===== config.mk =====
export PLATFORM = sky130hd
export DESIGN_NAME = assoc_tlb
export DESIGN_NICKNAME = d
export VERILOG_FILES = /design/src/rtl/assoc_tlb_pkg.sv /design/src/rtl/tlb_tag_cmp.sv /design/src/rtl/tlb_first_hit.sv /design/src/rtl/tlb_access_judge.sv /design/src/rtl/assoc_tlb.sv
export SDC_FILE = /design/constraint.sdc
export NUM_CORES = 2
export LEC_CHECK = 0
export BUFFER_PORTS_ARGS = -buffer_cell sky130_fd_sc_hd__buf_2
export CAP_MARGIN = 0
export CORE_MARGIN = 2
export CORE_UTILIZATION = 57
export DETAILED_ROUTE_END_ITERATION = 10
export PLACE_DENSITY_LB_ADDON = 0.25
export SLEW_MARGIN = 10
export SYNTH_ARGS = -nofsm -noshare
export SYNTH_HDL_FRONTEND = slang
export SYNTH_HIERARCHICAL = 1
export SYNTH_SLANG_ARGS = --single-unit
export TNS_END_PERCENT = 20

===== constraint.sdc =====
create_clock -name clk -period 6.4 [get_ports clk]
set_clock_uncertainty 0.15 [all_clocks]
set_input_delay 0.64 -clock clk [delete_from_list [all_inputs] [get_ports clk]]
set_output_delay 0.64 -clock clk [all_outputs]
set_load 0.005 [all_outputs]

===== src/rtl/assoc_tlb_pkg.sv =====
package assoc_tlb_pkg;

   typedef enum logic [2:0] {
      XC_OK      = 3'd0,
      XC_MISS    = 3'd1,
      XC_INVALID = 3'd2,
      XC_DIRTY   = 3'd3,
      XC_RDINH   = 3'd4,
      XC_EXINH   = 3'd5
   } xl_code_e;

   typedef enum logic [1:0] {
      AK_FETCH = 2'd0,
      AK_LOAD  = 2'd1,
      AK_STORE = 2'd2,
      AK_LOAD2 = 2'd3
   } acc_kind_e;

   typedef struct packed {
      logic xinh;
      logic rinh;
      logic dirty;
      logic valid;
   } half_attr_t;

endpackage


===== src/rtl/tlb_tag_cmp.sv =====
module tlb_tag_cmp #(
   parameter int VA_W   = 32,
   parameter int ASID_W = 16
) (
   input  logic [VA_W-1:0]   va,
   input  logic [ASID_W-1:0] asid,
   input  logic [ASID_W-1:0] asid_mask,
   input  logic [VA_W-1:0]   ent_tag,
   input  logic [VA_W-1:0]   ent_mask,
   input  logic [ASID_W-1:0] ent_asid,
   input  logic              ent_global,
   input  logic              ent_hinv,
   output logic              hit
);

   logic tag_eq;
   logic id_eq;

   always_comb begin
      tag_eq = (((va ^ ent_tag) & ~ent_mask) == '0);
      id_eq  = ent_global || (((asid ^ ent_asid) & asid_mask) == '0);
      hit    = tag_eq && id_eq && !ent_hinv;
   end

endmodule


===== src/rtl/tlb_first_hit.sv =====
module tlb_first_hit #(
   parameter int N     = 16,
   parameter int IDX_W = 4
) (
   input  logic [N-1:0]     hits,
   output logic             any,
   output logic [IDX_W-1:0] idx
);

   always_comb begin
      any = |hits;
      idx = '0;
      for (int i = N - 1; i >= 0; i--) begin
         if (hits[i]) idx = IDX_W'(i);
      end
   end

endmodule


===== src/rtl/tlb_access_judge.sv =====
module tlb_access_judge
   import assoc_tlb_pkg::*;
(
   input  logic       any_hit,
   input  half_attr_t attr,
   input  acc_kind_e  kind,
   output xl_code_e   code,
   output logic       rd_ok,
   output logic       wr_ok
);

   logic is_fetch;
   logic is_load;
   logic is_store;

   always_comb begin
      is_fetch = (kind == AK_FETCH);
      is_store = (kind == AK_STORE);
      is_load  = (kind == AK_LOAD) || (kind == AK_LOAD2);
      rd_ok    = 1'b0;
      wr_ok    = 1'b0;
      if (!any_hit)                    code = XC_MISS;
      else if (!attr.valid)            code = XC_INVALID;
      else if (is_fetch && attr.xinh)  code = XC_EXINH;
      else if (is_load && attr.rinh)   code = XC_RDINH;
      else if (is_store && !attr.dirty) code = XC_DIRTY;
      else begin
         code  = XC_OK;
         rd_ok = 1'b1;
         wr_ok = attr.dirty;
      end
   end

endmodule


===== src/rtl/assoc_tlb.sv =====
module assoc_tlb
   import assoc_tlb_pkg::*;
#(
   parameter int ENTRIES = 16,
   parameter int VA_W    = 32,
   parameter int PA_W    = 32,
   parameter int ASID_W  = 16,
   localparam int IDX_W  = (ENTRIES > 1) ? $clog2(ENTRIES) : 1
) (
   input  logic              clk,
   input  logic              rst_n,
   input  logic [ASID_W-1:0] asid_cmp_mask,
   input  logic              wr_en,
   input  logic [IDX_W-1:0]  wr_idx,
   input  logic [VA_W-1:0]   wr_tag,
   input  logic [VA_W-1:0]   wr_mask,
   input  logic [ASID_W-1:0] wr_asid,
   input  logic              wr_global,
   input  logic              wr_hinv,
   input  logic [PA_W-1:0]   wr_pfn_even,
   input  logic [PA_W-1:0]   wr_pfn_odd,
   input  logic [3:0]        wr_attr_even,
   input  logic [3:0]        wr_attr_odd,
   input  logic              lk_req,
   input  logic [VA_W-1:0]   lk_va,
   input  logic [ASID_W-1:0] lk_asid,
   input  logic [1:0]        lk_kind,
   output logic              rsp_vld,
   output logic [2:0]        rsp_code,
   output logic [PA_W-1:0]   rsp_pa,
   output logic              rsp_rd,
   output logic              rsp_wr
);

   // elaboration-time parameter checks
   if (ENTRIES < 2 || ENTRIES > 256) begin : g_bad_entries
      $error("assoc_tlb: ENTRIES out of range");
   end
   if (VA_W < 14 || PA_W < 14) begin : g_bad_width
      $error("assoc_tlb: address widths too small");
   end
   if (ASID_W < 8) begin : g_bad_asid
      $error("assoc_tlb: identifier narrower than 8 bits");
   end

   // slot storage
   logic [VA_W-1:0]   tag_q   [ENTRIES];
   logic [VA_W-1:0]   mask_q  [ENTRIES];
   logic [ASID_W-1:0] asid_q  [ENTRIES];
   logic              glob_q  [ENTRIES];
   logic              hinv_q  [ENTRIES];
   logic [PA_W-1:0]   pfn_q   [ENTRIES][2];
   half_attr_t        attr_q  [ENTRIES][2];

   logic wr_in_range;
   assign wr_in_range = (32'(wr_idx) < ENTRIES);

   for (genvar e = 0; e < ENTRIES; e++) begin : g_slot
      logic wr_here;
      assign wr_here = wr_en && wr_in_range && (wr_idx == IDX_W'(e));

      always_ff @(posedge clk or negedge rst_n) begin
         if (!rst_n) begin
            tag_q[e]     <= '0;
            mask_q[e]    <= '0;
            asid_q[e]    <= '0;
            glob_q[e]    <= 1'b0;
            hinv_q[e]    <= 1'b1;
            pfn_q[e][0]  <= '0;
            pfn_q[e][1]  <= '0;
            attr_q[e][0] <= '0;
            attr_q[e][1] <= '0;
         end else if (wr_here) begin
            tag_q[e]     <= wr_tag;
            mask_q[e]    <= wr_mask;
            asid_q[e]    <= wr_asid;
            glob_q[e]    <= wr_global;
            hinv_q[e]    <= wr_hinv;
            pfn_q[e][0]  <= wr_pfn_even;
            pfn_q[e][1]  <= wr_pfn_odd;
            attr_q[e][0] <= half_attr_t'(wr_attr_even);
            attr_q[e][1] <= half_attr_t'(wr_attr_odd);
         end
      end
   end

   // parallel compare
   logic [ENTRIES-1:0] hit_vec;

   for (genvar e = 0; e < ENTRIES; e++) begin : g_cmp
      tlb_tag_cmp #(
         .VA_W   (VA_W),
         .ASID_W (ASID_W)
      ) u_cmp (
         .va         (lk_va),
         .asid       (lk_asid),
         .asid_mask  (asid_cmp_mask),
         .ent_tag    (tag_q[e]),
         .ent_mask   (mask_q[e]),
         .ent_asid   (asid_q[e]),
         .ent_global (glob_q[e]),
         .ent_hinv   (hinv_q[e]),
         .hit        (hit_vec[e])
      );
   end

   logic             any_hit;
   logic [IDX_W-1:0] sel_idx;

   tlb_first_hit #(
      .N     (ENTRIES),
      .IDX_W (IDX_W)
   ) u_pick (
      .hits (hit_vec),
      .any  (any_hit),
      .idx  (sel_idx)
   );

   // page-of-pair selection and address forming
   logic [VA_W-1:0] sel_mask;
   logic [VA_W-1:0] half_off_mask;
   logic            sel_odd;
   half_attr_t      sel_attr;
   logic [PA_W-1:0] sel_pfn;
   logic [PA_W-1:0] pa_c;

   always_comb begin
      sel_mask      = mask_q[sel_idx];
      half_off_mask = sel_mask >> 1;
      sel_odd       = |(lk_va & sel_mask & ~half_off_mask);
      sel_attr      = attr_q[sel_idx][sel_odd];
      sel_pfn       = pfn_q[sel_idx][sel_odd];
      pa_c          = sel_pfn | PA_W'(lk_va & half_off_mask);
   end

   xl_code_e code_c;
   logic     rd_c;
   logic     wr_c;

   tlb_access_judge u_judge (
      .any_hit (any_hit),
      .attr    (sel_attr),
      .kind    (acc_kind_e'(lk_kind)),
      .code    (code_c),
      .rd_ok   (rd_c),
      .wr_ok   (wr_c)
   );

   // response register
   always_ff @(posedge clk or negedge rst_n) begin
      if (!rst_n) begin
         rsp_vld  <= 1'b0;
         rsp_code <= XC_MISS;
         rsp_pa   <= '0;
         rsp_rd   <= 1'b0;
         rsp_wr   <= 1'b0;
      end else begin
         rsp_vld <= lk_req;
         if (lk_req) begin
            rsp_code <= code_c;
            rsp_pa   <= (code_c == XC_OK) ? pa_c : '0;
            rsp_rd   <= rd_c;
            rsp_wr   <= wr_c;
         end
      end
   end

endmodule


Word-level counts from Yosys, hierarchy flattened
Index checks and enable logic that the tools add are counted.
{ "word_totals": {"reg_bits": 2502, "input_bits": 228, "output_inout_bits": 38, "word_cells": 521} }
{ "classes": {"order_cmp": 2, "eq_ne": 18, "mux": 47, "n_bitwise": 87, "n_reduce_logical": 122} }
{ "ops": {"columns": ["operator", "count"], "rows": [
  ["$and A32 B32 Y32", 18],
  ["$logic_not A32 Y1", 16],
  ["$not A32 Y32", 16],
  ["$xor A32 B32 Y32", 16],
  ["$and A16 B16 Y16", 16],
  ["$bmux W64 S4", 1],
  ["$logic_not A16 Y1", 16],
  ["$xor A16 B16 Y16", 16],
  ["$mux W32", 6],
  ["$bmux W32 S4", 1],
  ["$mux W64", 2],
  ["$mux W4", 19],
  ["$logic_and A1 B1 Y1", 51],
  ["$and A32 B31 Y32", 1],
  ["$bmux W8 S4", 1],
  ["$eq A4 B4 Y1 const B", 8],
  ["$not A31 Y32", 1],
  ["$or A32 B32 Y32", 1],
  ["$reduce_or A32 Y1", 1],
  ["$logic_not A1 Y1", 17],
  ["$logic_or A1 B1 Y1", 17],
  ["$eq A4 B3 Y1 const B", 4],
  ["$mux W8", 2],
  ["$reduce_or A16 Y1", 1],
  ["14 further kinds", 28]
]} }

Depth between registers and ports, before layout
{ "depth": {"ltp_word": 42, "ltp_mapped": 30, "depth_no_buf": 23} }

Cells and area by module
Netlist, hierarchy kept.
{ "modules_own_cells": {"columns": ["module", "n_inst", "cells_each", "area_each_um2", "seq_area_each_um2"], "rows": [
  ["assoc_tlb", 1, 6463, 106555.9, 62631.3],
  ["tlb_tag_cmp", 16, 81, 651.9, 0.0],
  ["tlb_first_hit", 1, 34, 176.4, 0.0],
  ["tlb_access_judge", 1, 13, 88.8, 0.0]
]} }

Worst setup path after synthesis
No wires, ideal clock.
{ "synth_path": {"path_kind": "input-to-reg", "start": "in lk_asid[8]", "end": "reg rsp_pa[16]", "arrival_time_ns": 6.543, "t_required_ns": 6.163, "path_slack_ns": -0.380, "cell_stages": 26, "path_buffers": 9, "cell_sequence": "xor2_1 -> a22o_1 -> a221oi_2 -> a31oi_1 -> nor4_1 -> a21oi_1 -> o311a_1 -> o22ai_1 -> buf_6 -> buf_6 -> buf_8 -> buf_6 -> buf_6 -> buf_6 -> buf_2 -> buf_2 -> mux4_2 -> mux4_2 -> mux2_1 -> nor3b_2 -> a21oi_2 -> nor2_1 -> nor4b_1 -> clkbuf_1 -> nor2_1 -> a211oi_2"} }
{ "synth_lines": {"columns": ["item", "line_no", "rtl"], "rows": [
  ["from (decl)", "assoc_tlb.sv:26", "input logic [ASID_W-1:0] lk_asid,"],
  ["to (signal assigned)", "assoc_tlb.sv:161", "rsp_pa <= (code_c == XC_OK) ? pa_c : '0;"],
  ["to (decl)", "assoc_tlb.sv:30", "output logic [PA_W-1:0] rsp_pa,"]
]} }

==> flow_results.org <==
** Global route
- For this run the aggregate overflow at the end of global routing stands at 0.
- The initial antenna violation count is 79.
- The via count of the first global-routing pass came to 79200.
- Global-route wire length before repair :: 536000 um
- Across every metal layer, demand over resource in global routing totals 0.346.
- Entering global routing, the biggest net connects 182 pins.

** Placed design
- The count of buffers added on input and output ports is 265.
- After detailed placement, the design holds a cell count of about 11000.
- Final weighted congestion in routability-driven placement :: around 1.0
- Worst slack, placed :: -1.99 ns
- Final HPWL from detailed placement :: 236000 um

** Min path
- Hold Crit Endpoint :: pfn_q[761]$_DFFE_PN0P_
- The worst hold path was traced through 2 stages.
- The tightest min-delay check is of the primary input to flop type.
- Hold path start :: wr_pfn_even[25]

** Synth
- Count of mapped cells out of synthesis :: 7806
- The synthesized design spends more area on one cell type than any other, namely sky130_fd_sc_hd__dfrtp_1.
- In the synthesized netlist the async set-or-reset flop fraction comes to 1.00.
- In the post-synthesis netlist, the cell with the most instances is sky130_fd_sc_hd__dfrtp_1.
- Top FF cell, synth :: sky130_fd_sc_hd__dfrtp_1
- Ranked by total cell area, the synthesized netlist is headed by sky130_fd_sc_hd__dfrtp_1 53%, sky130_fd_sc_hd__mux2_2 24%, sky130_fd_sc_hd__mux4_2 9.0%, sky130_fd_sc_hd__xnor2_1 3.8%, sky130_fd_sc_hd__xor2_1 1.9%.
- Distinct cell type count after synthesis :: 70
- Net count after synthesis :: 8034
- Synth Register Bits :: 2502
- Mapped Avg Cell Area :: 15.0 um^2
- Mapped Area :: 117000 um^2
- The Yosys step of the flow raised 6 warnings.
- Post-synth top area share :: 0.530
- List of most frequent post-synthesis cells :: 2485 x sky130_fd_sc_hd__dfrtp_1, 2481 x sky130_fd_sc_hd__mux2_2, 512 x sky130_fd_sc_hd__xnor2_1, 470 x sky130_fd_sc_hd__mux4_2, 465 x sky130_fd_sc_hd__clkbuf_1
- Share of the yosys chip area belonging to registers :: 0.534
- Count of flip-flops with a built-in enable after synthesis :: 0

** Detailed routing
- Dividing the detail-routed wire length by the instance count gives 30.4 um.
- Router iterations before antenna repair :: 5
- After detailed routing, the number of vias per cell comes to 6.37.
- Wire length after detailed routing :: ~360000 um
- Post-route DRC :: 0
- Initial detailed-routing violation count :: 6629
- Remaining number of nets flagged by the antenna check after routing :: 0
- Total number of vias :: 75800

** CTS
- The tree is rooted in a sky130_fd_sc_hd__clkbuf_16.
- Inserted Clock Buffers :: 281
- Clock slew at reported path FFs :: 0.06 ns
- Insertion delay to the later sink of the worst-skew pair :: around 0.95 ns
- Max clock buf depth :: 4
- The H-tree was split into 5 levels.
- Clock sink count :: 2502
- TritonCTS built the clock tree.

** STA
- Crit path setup slack, layout :: -0.893 ns
- Share of the clock period used by the worst path after layout :: 1.14
- The smallest clock period supported by the final layout is computed as 7.29 ns.
- Max-slew violation count :: 0
- Tightest Pin Transition :: 1.35 ns
- For this run, the top clock speed supported by timing is 137 MHz.
- Setup repair after global routing missed its margin :: true
- Tightest slew margin relative to the limit :: 0.0974
- Number of hold violations in the final report :: 0
- Setup violations remaining at the end of the flow were counted as 37.

** Cells and area
- Post-layout utilization of the core :: 0.684
- Syn-to-layout area delta :: 19.3%
- Count of nets after finishing :: 9201
- Area taken by multi-input logic gates :: ~53000 um^2
- Area taken by flip-flops and latches :: roughly 63000 um^2
- The layout has 13900 filler cells.
- Share of cells above drive strength 1 :: 0.539
- After the flow finishes, the layout carries non-filler instances totaling between 10000 and 15000.

** Floorplan
- The die covers around 210000 um^2.
- The core region is roughly 200000 um^2.
- Die boundary height :: 458 um
- In this run the horizontal extent of the chip is between 400 and 500 um.
- The initial utilization of the core area, before any placement, comes to 0.573.
- The floorplan has 166 rows.
- Number of I/O pins :: 266

** Critical path
- In this run the critical register-to-register path is captured at rsp_pa[1]$_DFFE_PN0P_.
- The startpoint identified for the worst register-to-register timing path is tag_q[26]$_DFFE_PN0P_.
- Worst setup path category :: flop to flop
- Most repeated library cell on the critical path :: sky130_fd_sc_hd__buf_4
- Critical path arrival :: 8.00 ns
- The number of cells on the worst reg-to-reg path is 32.
- STA classifies the critical path startpoint as a flop.
- The largest individual stage delay along the critical path comes from the cell sky130_fd_sc_hd__nor4_4.
- Highest net fanout along the worst path :: 23
- Register-to-Register Setup Slack :: -0.89 ns
- The worst setup path is captured at a flop.
- Slowest Stage Delay on Critical Path :: 0.55 ns
- At the worst endpoint, the required time is 7.10 ns.

** Job
- Max-cap violations in this run came to 0.

** Power
- Worst vdd ir :: 323 uV
- Power density over the cells :: 348 nW/um^2
- The analysis attributes to cell leakage a power of 0.0600 uW.
- Overall power consumption :: 48600 uW

** Outcome
- The checks that failed: setup timing.
- Status :: complete, but fails checks
[worst max-delay path: cells and delay by family (launching register included)]
family | cells | cell delay, ns
flip-flops | 1 | 0.39
AND/OR/NAND/NOR | 10 | 2.87
AO/OA/AOI/OAI | 6 | 1.17
XOR/XNOR | 1 | 0.16
multiplexers | 3 | 0.62
buffers and inverters | 12 | 1.76
[metrics by stage]
step                      hold slack, ns  instance area, um^2  setup TNS (ns)
after global placement             0.331               129000          -65.52
after detailed placement           0.337               129000          -66.26
final                             0.0490               140000          -28.55
after floorplan                    0.194               117000               0
after global routing              0.0397               140000          -33.31
after CTS                        0.00477               140000          -21.96
[logic make-up after synthesis]
family	after synthesis	synth area share
xor gates and xnor gates	768	0.0574
buffers and inverters	587	0.0211
AOI/OAI and AO/OA	525	0.0345
DFF	2502	0.534
and+or+nand+nor	427	0.0204
muxes	2997	0.333
[cell usage in the layout, fill, tap and decap left out, types with 10 or more instances in the layout]
| master | count |
|---|---|
| sky130_fd_sc_hd__nor2b_1 | 35 |
| sky130_fd_sc_hd__o22ai_2 | 11 |
| sky130_fd_sc_hd__nor2_1 | 85 |
| sky130_fd_sc_hd__nor3_1 | 23 |
| sky130_fd_sc_hd__a211oi_2 | 26 |
| sky130_fd_sc_hd__clkbuf_8 | 60 |
| sky130_fd_sc_hd__xnor2_1 | 504 |
| sky130_fd_sc_hd__mux2_2 | 2481 |
| sky130_fd_sc_hd__clkinv_2 | 44 |
| sky130_fd_sc_hd__and4_1 | 18 |
| sky130_fd_sc_hd__bufinv_16 | 11 |
| sky130_fd_sc_hd__clkbuf_1 | 58 |
| sky130_fd_sc_hd__nor4_4 | 10 |
| sky130_fd_sc_hd__dfrtp_1 | 2485 |
| sky130_fd_sc_hd__a22o_1 | 35 |
| sky130_fd_sc_hd__dfstp_2 | 17 |
| sky130_fd_sc_hd__diode_2 | 45 |
| sky130_fd_sc_hd__nor4_2 | 22 |
| sky130_fd_sc_hd__nor4_1 | 70 |
| sky130_fd_sc_hd__nand4_1 | 21 |
| sky130_fd_sc_hd__inv_1 | 27 |
| sky130_fd_sc_hd__a221oi_2 | 42 |
| sky130_fd_sc_hd__o22ai_1 | 240 |
| sky130_fd_sc_hd__xor2_1 | 256 |
| sky130_fd_sc_hd__mux2i_1 | 36 |
| sky130_fd_sc_hd__clkbuf_16 | 291 |
| sky130_fd_sc_hd__mux4_2 | 470 |
| sky130_fd_sc_hd__buf_12 | 101 |
| sky130_fd_sc_hd__nand2b_1 | 17 |
| sky130_fd_sc_hd__nand2_1 | 35 |
| sky130_fd_sc_hd__nand3_1 | 14 |
| sky130_fd_sc_hd__a31oi_1 | 19 |
| sky130_fd_sc_hd__buf_2 | 264 |
| sky130_fd_sc_hd__dlygate4sd3_1 | 74 |
| sky130_fd_sc_hd__a22oi_1 | 83 |
| sky130_fd_sc_hd__buf_4 | 984 |
| sky130_fd_sc_hd__and2_1 | 15 |
| sky130_fd_sc_hd__and3_1 | 12 |
[area by class of cell]
| cell class | instances | area share |
|---|---|---|
| Sequential cell | 2502 | 0.448 |
| Multi-Input combinational cell | 4717 | 0.378 |
| Clock inverter | 67 | 0.00461 |
| Inverter | 29 | 0.000832 |
| Tap cell | 2688 | 0.0240 |
| Timing Repair Buffer | 1442 | 0.0843 |
| Clock buffer | 409 | 0.0595 |
| Antenna cell | 45 | 0.000805 |
[routing by layer]
layer	part of all wire	track usage	routed length, um	vias up
li1	-	-	-	31300
met5	0.00070	0	252	-
met3	0.074	0.0737	26600	818
met2	0.46	0.531	168000	2797
met4	0.050	0.165	18200	40
met1	0.41	0.475	149000	40800
[registers in the layout, indices dropped and copies added, names as in the netlist]
name / count
pfn_q: 1024
mask_q: 512
tag_q: 512
asid_q: 256
attr_q: 128
rsp_pa: 32
glob_q: 16
hinv_q: 16
rsp_code: 3
rsp_rd: 1
rsp_vld: 1
rsp_wr: 1
[worst max path at each step]
stage                     cells after the start                      to             startpoint  slack [ns]
after CTS                                    30   rsp_pa[1]$_DFFE_PN0P_  tag_q[18]$_DFFE_PN0P_       -0.72
after global placement                       27  rsp_pa[14]$_DFFE_PN0P_              lk_va[12]       -1.97
final                                        32   rsp_pa[1]$_DFFE_PN0P_  tag_q[26]$_DFFE_PN0P_       -0.89
after global routing                         29   rsp_pa[8]$_DFFE_PN0P_  tag_q[43]$_DFFE_PN0P_       -1.02
after detailed placement                     30  rsp_pa[17]$_DFFE_PN0P_              lk_va[30]       -1.99
after floorplan                              25  rsp_pa[14]$_DFFE_PN0P_              lk_va[12]        0.02
[timing repair]
action,in CTS,in global routing
endpoints found under the hold margin,1174,0
pin swaps,27,1
hold buffers,74,0
setup buffers,15,1
gates cloned,4,0
setup endpoints to repair,37,37
gates resized for setup,108,18
[where the power goes]
group          leakage, uW  total (uW)  switching (uW)  internal, uW
registers           0.0307       21700            2240         19500
logic               0.0248       11000            4740          6310
clock network      0.00443       15900            6450          9430
Power figures use the tool's default switching activity.
